File: config.mk
export PLATFORM = sky130hd
export DESIGN_NAME = prefix_ea_gen
export DESIGN_NICKNAME = d
export VERILOG_FILES = /design/src/rtl/eag_pkg.sv /design/src/rtl/eag_ctrl.sv /design/src/rtl/eag_dp.sv /design/src/rtl/prefix_ea_gen.sv
export SDC_FILE = /design/constraint.sdc
export NUM_CORES = 1
export LEC_CHECK = 0
export ABC_AREA = 1
export BUFFER_PORTS_ARGS = -buffer_cell sky130_fd_sc_hd__buf_4
export CAP_MARGIN = 10
export CORE_ASPECT_RATIO = 0.5
export CORE_MARGIN = 1.5
export CORE_UTILIZATION = 50
export CTS_BUF_LIST = sky130_fd_sc_hd__clkbuf_2 sky130_fd_sc_hd__clkbuf_4 sky130_fd_sc_hd__clkbuf_8
export DETAILED_ROUTE_END_ITERATION = 8
export PLACE_DENSITY = 0.8
export SYNTH_ARGS = -nofsm -noshare
export SYNTH_HDL_FRONTEND = slang
export SYNTH_SLANG_ARGS = --single-unit
File: constraint.sdc
create_clock -name clk -period 4.65 [get_ports clk]
set_input_delay 0.2325 -clock clk [delete_from_list [all_inputs] [get_ports clk]]
set_output_delay 0.2325 -clock clk [all_outputs]
set_load 0.03 [all_outputs]
File: src/rtl/eag_pkg.sv
package eag_pkg;

  typedef enum logic [3:0] {
    MD_NONE    = 4'd0,
    MD_IMM     = 4'd1,
    MD_DIR8    = 4'd2,
    MD_DIR16   = 4'd3,
    MD_IDX16   = 4'd4,
    MD_IDX8    = 4'd5,
    MD_IDXONLY = 4'd6,
    MD_INH_A   = 4'd7,
    MD_INH_XY  = 4'd8,
    MD_BIT     = 4'd9
  } eaMode_t;

  // strobes from control to datapath
  typedef struct packed {
    logic firstByte;   // byte on the port starts a new instruction
    logic takeByte;    // a fetch byte is consumed this cycle
    logic capOp1;      // first operand byte
    logic capOp2;      // second operand byte (long direct)
    logic capPtrHi;    // pointer read returns the high byte
    logic capPtrLo;    // pointer read returns the low (or only) byte
    logic ptrPlusOne;  // second pointer read address
  } eagStrobe_t;

  function automatic eaMode_t modeOfNibble(input logic [3:0] nib);
    eaMode_t m;
    case (nib)
      4'h0, 4'h1: m = MD_BIT;
      4'h3, 4'hB: m = MD_DIR8;
      4'h4:       m = MD_INH_A;
      4'h5:       m = MD_INH_XY;
      4'h6, 4'hE: m = MD_IDX8;
      4'h7, 4'hF: m = MD_IDXONLY;
      4'hA:       m = MD_IMM;
      4'hC:       m = MD_DIR16;
      4'hD:       m = MD_IDX16;
      default:    m = MD_NONE;
    endcase
    return m;
  endfunction

  function automatic logic isLongMode(input eaMode_t m);
    return (m == MD_DIR16) || (m == MD_IDX16);
  endfunction

  function automatic logic isShortPtrMode(input eaMode_t m);
    return (m == MD_DIR8) || (m == MD_IDX8) || (m == MD_BIT);
  endfunction

  function automatic logic hasOperand(input eaMode_t m);
    return isLongMode(m) || isShortPtrMode(m) || (m == MD_IMM);
  endfunction

endpackage

File: src/rtl/eag_ctrl.sv
module eag_ctrl
  import eag_pkg::*;
#(
  parameter int DW = 8,
  parameter logic [DW-1:0] PFX_Y     = 8'h90,
  parameter logic [DW-1:0] PFX_Y_IND = 8'h91,
  parameter logic [DW-1:0] PFX_IND   = 8'h92
) (
  input  logic          clk,
  input  logic          rstN,
  input  logic          fetchValid,
  input  logic [DW-1:0] fetchByte,
  input  logic          memValid,
  output logic          fetchReady,
  output logic          memReq,
  output logic          done,
  output logic          useY,
  output logic          indirect,
  output logic [1:0]    extraCycles,
  output eaMode_t       mode,
  output eagStrobe_t    strb
);

  typedef enum logic [2:0] {
    ST_OPC, ST_OP1, ST_OP2, ST_RD1, ST_RD2, ST_DONE
  } ctrlState_t;

  ctrlState_t state, stateNx;
  logic       prefSeen;
  logic       take;
  logic       isPfx;
  eaMode_t    byteMode;

  assign fetchReady = (state == ST_OPC) || (state == ST_OP1) || (state == ST_OP2);
  assign memReq     = (state == ST_RD1) || (state == ST_RD2);
  assign done       = (state == ST_DONE);
  assign take       = fetchValid && fetchReady;
  assign byteMode   = modeOfNibble(fetchByte[DW-1 -: 4]);
  assign isPfx      = !prefSeen &&
                      ((fetchByte == PFX_Y) || (fetchByte == PFX_Y_IND) || (fetchByte == PFX_IND));

  always_comb begin
    stateNx = state;
    case (state)
      ST_OPC:
        if (take && !isPfx) stateNx = hasOperand(byteMode) ? ST_OP1 : ST_DONE;
      ST_OP1:
        if (take) begin
          if (isLongMode(mode))                      stateNx = indirect ? ST_RD1 : ST_OP2;
          else if (isShortPtrMode(mode) && indirect) stateNx = ST_RD1;
          else                                       stateNx = ST_DONE;
        end
      ST_OP2:
        if (take) stateNx = ST_DONE;
      ST_RD1:
        if (memValid) stateNx = isLongMode(mode) ? ST_RD2 : ST_DONE;
      ST_RD2:
        if (memValid) stateNx = ST_DONE;
      default:
        stateNx = ST_OPC;
    endcase
  end

  always_ff @(posedge clk) begin
    if (!rstN) begin
      state       <= ST_OPC;
      prefSeen    <= 1'b0;
      useY        <= 1'b0;
      indirect    <= 1'b0;
      extraCycles <= 2'd0;
      mode        <= MD_NONE;
    end else begin
      state <= stateNx;
      if (state == ST_OPC && take) begin
        if (isPfx) begin
          prefSeen    <= 1'b1;
          useY        <= (fetchByte == PFX_Y) || (fetchByte == PFX_Y_IND);
          indirect    <= (fetchByte == PFX_Y_IND) || (fetchByte == PFX_IND);
          extraCycles <= (fetchByte == PFX_Y) ? 2'd1 : 2'd2;
        end else begin
          prefSeen <= 1'b0;
          mode     <= byteMode;
        end
      end
      if (state == ST_DONE) begin
        useY        <= 1'b0;
        indirect    <= 1'b0;
        extraCycles <= 2'd0;
      end
    end
  end

  always_comb begin
    strb            = '0;
    strb.firstByte  = (state == ST_OPC) && !prefSeen;
    strb.takeByte   = take;
    strb.capOp1     = take && (state == ST_OP1);
    strb.capOp2     = take && (state == ST_OP2);
    strb.capPtrHi   = memValid && (state == ST_RD1) && isLongMode(mode);
    strb.capPtrLo   = memValid && (((state == ST_RD1) && !isLongMode(mode)) || (state == ST_RD2));
    strb.ptrPlusOne = (state == ST_RD2);
  end

  // the completion strobe never lasts two cycles
  assert_pulse_R14: assert property (@(posedge clk) disable iff (!rstN)
    done |=> !done) else $error("done held longer than one cycle");

  // a byte taken after a prefix always ends prefix handling
  assert_second_prefix_R5: assert property (@(posedge clk) disable iff (!rstN)
    (state == ST_OPC && take && prefSeen) |=> (!prefSeen && state != ST_OPC))
    else $error("prefix handling continued past the opcode");

endmodule

File: src/rtl/eag_dp.sv
module eag_dp
  import eag_pkg::*;
#(
  parameter int DW = 8,
  parameter int AW = 2 * DW
) (
  input  logic          clk,
  input  logic          rstN,
  input  eagStrobe_t    strb,
  input  eaMode_t       mode,
  input  logic          useY,
  input  logic          indirect,
  input  logic [DW-1:0] fetchByte,
  input  logic [AW-1:0] instrPc,
  input  logic [DW-1:0] memData,
  input  logic [DW-1:0] xIdx,
  input  logic [DW-1:0] yIdx,
  output logic [AW-1:0] memAddr,
  output logic [AW-1:0] ea
);

  localparam int HW = AW - DW;

  logic [AW-1:0] curPc, immAddr, bytePc;
  logic [DW-1:0] op1, op2, ptrHi, ptrLo;
  logic [AW-1:0] idxVal, shortBase, longBase;

  assign bytePc = strb.firstByte ? instrPc : curPc;

  always_ff @(posedge clk) begin
    if (!rstN) begin
      curPc   <= '0;
      immAddr <= '0;
      op1     <= '0;
      op2     <= '0;
      ptrHi   <= '0;
      ptrLo   <= '0;
    end else begin
      if (strb.takeByte) curPc <= bytePc + AW'(1);
      if (strb.capOp1) begin
        op1     <= fetchByte;
        immAddr <= bytePc;
      end
      if (strb.capOp2)   op2   <= fetchByte;
      if (strb.capPtrHi) ptrHi <= memData;
      if (strb.capPtrLo) ptrLo <= memData;
    end
  end

  assign memAddr   = {{HW{1'b0}}, op1} + AW'(strb.ptrPlusOne);
  assign idxVal    = {{HW{1'b0}}, (useY ? yIdx : xIdx)};
  assign shortBase = indirect ? {{HW{1'b0}}, ptrLo} : {{HW{1'b0}}, op1};
  assign longBase  = indirect ? {ptrHi, ptrLo} : {op1, op2};

  always_comb begin
    case (mode)
      MD_IMM:            ea = immAddr;
      MD_DIR8, MD_BIT:   ea = shortBase;
      MD_DIR16:          ea = longBase;
      MD_IDX16:          ea = longBase + idxVal;
      MD_IDX8:           ea = shortBase + idxVal;
      MD_IDXONLY:        ea = idxVal;
      default:           ea = '0;
    endcase
  end

  // the running fetch address moves on past the captured immediate byte
  assert_imm_pc_R6: assert property (@(posedge clk) disable iff (!rstN)
    strb.capOp1 |=> (curPc == immAddr + AW'(1)))
    else $error("fetch address out of step with operand address");

endmodule

File: src/rtl/prefix_ea_gen.sv
module prefix_ea_gen
  import eag_pkg::*;
#(
  parameter int DW = 8,
  parameter logic [DW-1:0] PFX_Y     = 8'h90,
  parameter logic [DW-1:0] PFX_Y_IND = 8'h91,
  parameter logic [DW-1:0] PFX_IND   = 8'h92,
  localparam int AW = 2 * DW
) (
  input  logic          clk,
  input  logic          rstN,
  input  logic          fetchValid,
  input  logic [DW-1:0] fetchByte,
  input  logic [AW-1:0] instrPc,
  output logic          fetchReady,
  output logic          memReq,
  output logic [AW-1:0] memAddr,
  input  logic          memValid,
  input  logic [DW-1:0] memData,
  input  logic [DW-1:0] xIdx,
  input  logic [DW-1:0] yIdx,
  output logic          done,
  output logic [AW-1:0] ea,
  output logic [3:0]    mode,
  output logic          useY,
  output logic [1:0]    extraCycles
);

  eagStrobe_t strb;
  eaMode_t    modeInt;
  logic       indirect;

  eag_ctrl #(.DW(DW), .PFX_Y(PFX_Y), .PFX_Y_IND(PFX_Y_IND), .PFX_IND(PFX_IND)) u_ctrl (
    .clk(clk), .rstN(rstN), .fetchValid(fetchValid), .fetchByte(fetchByte),
    .memValid(memValid), .fetchReady(fetchReady), .memReq(memReq), .done(done),
    .useY(useY), .indirect(indirect), .extraCycles(extraCycles), .mode(modeInt), .strb(strb)
  );

  eag_dp #(.DW(DW), .AW(AW)) u_dp (
    .clk(clk), .rstN(rstN), .strb(strb), .mode(modeInt), .useY(useY), .indirect(indirect),
    .fetchByte(fetchByte), .instrPc(instrPc), .memData(memData), .xIdx(xIdx), .yIdx(yIdx),
    .memAddr(memAddr), .ea(ea)
  );

  assign mode = modeInt;

  // an outstanding read holds its address
  assert_hold_R13: assert property (@(posedge clk) disable iff (!rstN)
    (memReq && !memValid) |=> (memReq && $stable(memAddr)))
    else $error("pointer read dropped or moved");

  // a one-cycle cost only comes from the Y prefix
  assert_extra_one_R2: assert property (@(posedge clk) disable iff (!rstN)
    (done && extraCycles == 2'd1) |-> useY) else $error("one extra cycle without Y");

  // without a prefix the index is X
  assert_no_prefix_R4: assert property (@(posedge clk) disable iff (!rstN)
    (done && extraCycles == 2'd0) |-> !useY) else $error("Y selected without a prefix");

  // modes without an operand address report zero
  assert_noaddr_R11: assert property (@(posedge clk) disable iff (!rstN)
    (done && (mode == 4'd0 || mode == 4'd7 || mode == 4'd8)) |-> (ea == '0))
    else $error("address reported for a no-address mode");

  // index-only mode reports the selected index register
  assert_idx_only_R8: assert property (@(posedge clk) disable iff (!rstN)
    (done && mode == 4'd6) |-> (ea == {{DW{1'b0}}, (useY ? yIdx : xIdx)}))
    else $error("index-only address differs from index");

endmodule

---- Yosys cells after proc, flatten, opt, wreduce, memory -nomap -nowiden ----
Memories as Yosys holds them, arrays and structs flattened.
Index checks and enable logic that the tools add are counted.
cells by class
  $add $sub $neg .......................... 4
  eq/ne operators ......................... 26
  muxes and demuxes ....................... 18
  bitwise gates (word level) .............. 2
  reductions and logical operators ........ 36
operators with widths
  operator                                       count
  case mux 16 bit (6 select lines)               1
  adder 16 x 8 -> 16 bit                         2
  2-to-1 mux 16 bit                              2
  == test 8 bit, second input constant           3
  2-to-1 mux 3 bit                               8
  == test 4 x 3 -> 1 bit, second input constant  5
  adder 16 x 1 -> 16 bit, second input constant  1
  == test 4 x 2 -> 1 bit, second input constant  4
  2-to-1 mux 8 bit                               2
  logical OR 1 bit                               15
  case mux 3 bit (5 select lines)                1
  logical AND 1 bit                              12
  adder 8 x 1 -> 9 bit                           1
  == test 4 x 1 -> 1 bit, second input constant  2
  == test 4 bit, second input constant           2
  == test 3 x 2 -> 1 bit, second input constant  2
  == test 3 bit, second input constant           2
  != test 2 bit, second input constant           3
  AND reduction 5 bit                            1
  != test 2 x 1 -> 1 bit, second input constant  2
  AND reduction 2 bit                            2
  OR reduction 2 bit                             2
  == test 3 x 1 -> 1 bit, second input constant  1
  logical NOT 1 bit                              3
  other kinds (4)                                7
word-level totals
  register bits ........................... 76
  memory bits (read-only) ................. 64
  bits of input ports ..................... 52
  output and inout port bits .............. 42
  logic and storage cells ................. 99
  memories ................................ 1
memory list
  memory           depth  width  rd ports  clocked after Yosys merged registers in  wr ports  RTL line       text
  (no name shown)  16     4      1         0                                        0         eag_pkg.sv:29  case (nib)

---- Longest topological paths before layout ----
An unclocked memory read counts as a cell.
  depth in word-level cells ............... 9
  mapped depth ............................ 17
  mapped depth without buffers ............ 16

---- Cells and area by module ----
From an unflattened synthesis, not the netlist that was laid out.
second synthesis, totals
  cells, all modules ...................... 991
  area total of the unflattened synthesis .. 6087.1 um^2
by module, submodules not included
  module    times used  cells each  area each (um^2)  seq. area each (um^2)
  eag_dp    1           837         5039.8            1281.2
  eag_ctrl  1           154         1047.3            240.2

---- Worst setup path after synthesis ----
OpenSTA, ideal clock, no wires.
  kind .................................... register to output
  start point ............................. reg u_ctrl.useY
  end point ............................... out ea[15]
  arrival ................................. 2.822 ns
  required time ........................... 4.418 ns
  slack ................................... 1.596 ns
  cell stages (with the launch flop) ...... 17
  path buffers ............................ 1
  cell sequence ........................... dfxtp_1 > buf_2 > inv_1 > or2_2 > o21ai_0 > inv_1 > ha_1 > nand3_1 > nand2_1 > inv_1 > o21ai_0 > nand2_1 > nand2_1 > nand2_1 > nand2_1 > nand3_1 > nand3_1
between the ends
  longest elaborated chain between the ends .. 3
  elaborated cells between the ends (all ways) .. 4
  classes of those cells .................. add/sub (2); mux (2)
ends and longest elaborated chain
  what                                       RTL line                    text
  start, declared                            eag_ctrl.sv:17              output logic useY,
  start signal, assigned                     eag_ctrl.sv:77              useY <= (fetchByte == PFX_Y) || (fetchByte == PFX_Y_IND);
  2-to-1 mux 8 bit *                         eag_dp.sv:51                assign idxVal = {{HW{1'b0}}, (useY ? yIdx : xIdx)};
  adder 16 x 8 -> 16 bit (on tied branches)  eag_dp.sv:61, eag_dp.sv:60
  case mux 16 bit (6 select lines) *         eag_dp.sv:56                case (mode)
  end, declared                              prefix_ea_gen.sv:23         output logic [AW-1:0] ea,
Every way passes the cells marked *; elsewhere a longest branch is shown, timed or not.

---- Worst setup path in the final report ----
Same ends and word-level chain as after synthesis.

==> impl_results.md <==
* Status: complete, no violations
* Post-route cell area at 0.00662 sq mm
* Max VDD drop at 0.000284 V
* Drt wl/cell at 14.9 microns
* Area contributors post-synth: dfxtp_1 26%, nand2_1 17%, inv_1 8.4%, o21ai_0 7.1%, a21oi_1 6.2%
* Synth cell count leaders: 262 x nand2_1, 129 x inv_1, 82 x o21ai_0, 81 x nor2_1, 76 x dfxtp_1
* DP Area at 0.00642 sq mm
* Lkg Pwr at 3.44 nW
* Clk sinks at 76
* Total GRT Usage at 29.1%
* Worst-margin pin slew at 803 ps
* Initial antenna violation count at 0
* Final Hold Violating Endpoints at 0
* CTS Buf Count at 9
* Net switching power at 1.48 mW
* Synth cell types at 40
* # diodes at 0
* Largest net degree at the start of global routing at 48
* Worst Hold Class: input pin to flop
* Max Clock Freq at 269 MHz
* Critical Path Most Common Cell: nand2_1
* Slowest CP cell: dfxtp_1
* Max_cap viols at 0
* Die W at 155 microns
* CP Capture Type: output port
* Core area at 0.0111 sq mm
* Grt total ovfl at 0
* Combinational power share at 53.1%
* Number of flops mapped to enable cells by yosys at 0
* CP Max Fanout at 11
* Final Max Slew Viols at 0
* Power Internal at 1.53 mW
* Relative slew slack at 46.1%
* Vias in the first global route at 5714
* RSZ-0062 raised after global routing: no
* Asr flop ratio synth at 0%
* Crit Path Category: flop to output port
* Placement Rows at 27
* CTS Root Cell: clkbuf_8
* DRC at 0
* Worst EP required at 4420 ps
* Post-Syn Instances at 949
* Setup TNS at 0 ps
* Data arrival, critical path at 3480 ps
* Share of cells above drive strength 1 at 13.2%
* Clock power share at 17.6%
* Post-synthesis register bit count at 76
* Cell taking the most area after synthesis: dfxtp_1
* Iteration count of the initial detailed-routing pass at 5
* Mapped Area at 0.00576 sq mm
* Top cell type's share of synthesized area at 26.4%
* Sequential area share after synthesis at 26.4%
* H-Tree Depth at 3
* Finished Core Util at 59.6%
* Overall Power at 3.01 mW
* Most frequent cell after synthesis: nand2_1
* Area Growth Syn to Fin at 14.9%
* CTS-repair resized insts at 0
* DRT antenna net count at 0
* Worst-path clk slew at 80 ps
* Yosys warning total at 0
* Final min period at 3710 ps
* # hold bufs at CTS at 0
* Crit-path cells: inv_1 > or2_2 > o21ai_0 > inv_1 > ha_1 > nand3_1 > nand2_1 > inv_1 > o21ai_0 > nand2_1 > nand2_1 > nand2_1 > nand2_1 > nand3_1 > nand3_1 > buf_4
* Layout Nets at 1095
* Longest Clk Path Bufs at 2
* Flop pwr share at 29.2%
* P per Cell Area at 455 mW/mm^2
* DR iter-0 viols at 603
* RD Place Congestion at 0.932
* Vias at 6434
* Post-CTS setup buffers at 0
* Final period util at 79.8%
* Die Ht at 78.9 microns
* Clock latency at the later pin of the worst-skew pair at 360 ps
* I/O Pins at 94
* Post-Route WL at 17400 microns
* Sw Share at 49.2%
* CP startpoint kind: flop
* First-pass GRT wire length at 28200 microns
* Input/output buffers at 86
* Initial Util at 51.9%
* Final setup vio count at 0
* Die area at 0.0122 sq mm
* Ys flop type: dfxtp_1
* Synth Area per Inst at 6.07 sq um
* Hpwl dp at 13300 microns
* CP max stage delay at 530 ps
* CTS tree: done
* DR vias/cell at 5.51
* Fin Clk Skew at 14.7 ps
==> kinds of logic (layout without fill, tap and decap cells) <==
kind of cell / after synthesis / count (layout) / share of synthesized area (%)
DFF: 76 / 76 / 26.4
other: 1 / 7 / 0.0651
buffers and inverters: 171 / 238 / 12.5
xor gates and xnor gates: 12 / 12 / 1.82
and+or+nand+nor: 481 / 481 / 36.1
adders and majority gates: 26 / 26 / 5.90
AOI/OAI and AO/OA: 182 / 182 / 17.2
==> area by class of cell <==
| cell class | instances | area, sq um |
|---|---|---|
| clock buffers | 11 | 145 |
| well taps | 145 | 181 |
| fillers | 1126 | 4490 |
| clock inverters | 5 | 60.1 |
| repair buffers | 89 | 668 |
| inverters | 133 | 499 |
| multi-input cells | 708 | 3550 |
| flip-flops and latches | 76 | 1520 |
==> stage by stage <==
stage,worst slack [ps],hold slack [ps],cells
2_1_floorplan,1600,367,955
3_3_place_gp,1500,455,1151
3_5_place_dp,1350,462,1151
4_1_cts,948,96.7,1167
5_1_grt,535,99.2,1167
6_report,938,102,1167
==> layer usage <==
layer	track usage (%)	up-vias	part of all wire (%)
met2	47.2	309	43
met3	4.97	37	9.0
met5	0	-	0
met4	8.65	0	2.0
met1	40.0	2877	46
li1	-	3211	-
==> layout by cell type (no fill, tap or decap), drive strengths merged, types with 5 or more instances in the layout <==
master / instances
nand2: 268
nand4: 35
nor2: 96
dfxtp: 76
a21oi: 72
xor2: 11
ha: 24
buf: 89
clkbuf: 11
nand3: 71
a221oi: 6
inv: 133
conb: 7
o211ai: 5
o21ai: 85
nor3: 6
==> flip-flops by register name (all words and copies together) (netlist names) <==
register / count
u_dp.curPc: 16
u_dp.immAddr: 16
u_dp.op1: 8
u_ctrl.state: 3
u_dp.ptrHi: 8
u_ctrl.prefSeen: 1
u_ctrl.useY: 1
u_dp.ptrLo: 8
u_ctrl.indirect: 1
u_ctrl.extraCycles: 2
u_ctrl.mode: 4
u_dp.op2: 8
==> worst max-delay path, delay by kind of cell, from the launching register on <==
family	cells	cell delay [ps]
fa+ha+maj	1	320
flops	1	530
simple gates	9	1100
compound gates	2	570
buf+inv	4	600
==> final timing paths <==
path                                       from                                 end  slack [ps]  depth (start not counted)
min                                  memData[4]          u_dp.ptrLo[4]$_SDFFE_PN0P_         100                          3
min reg2reg  u_ctrl.extraCycles[1]$_SDFFE_PP0P_  u_ctrl.extraCycles[1]$_SDFFE_PP0P_         470                          2
max                    u_ctrl.useY$_SDFFE_PP0P_                              ea[15]         940                         16
max reg2reg        u_ctrl.state[0]$_SDFFE_PN0P_          u_dp.curPc[6]$_SDFFE_PN0P_        2160                         10
==> power groups by stage <==
stage	logic, mW	registers (mW)	clock network, mW
after floorplan	1.19	0.879	0
after global placement	1.54	0.886	0
after detailed placement	1.57	0.890	0
after CTS	1.58	0.876	0.534
after global routing	1.79	0.892	0.559
final	1.60	0.880	0.531
Note: power is estimated with default switching activity, not from simulation.
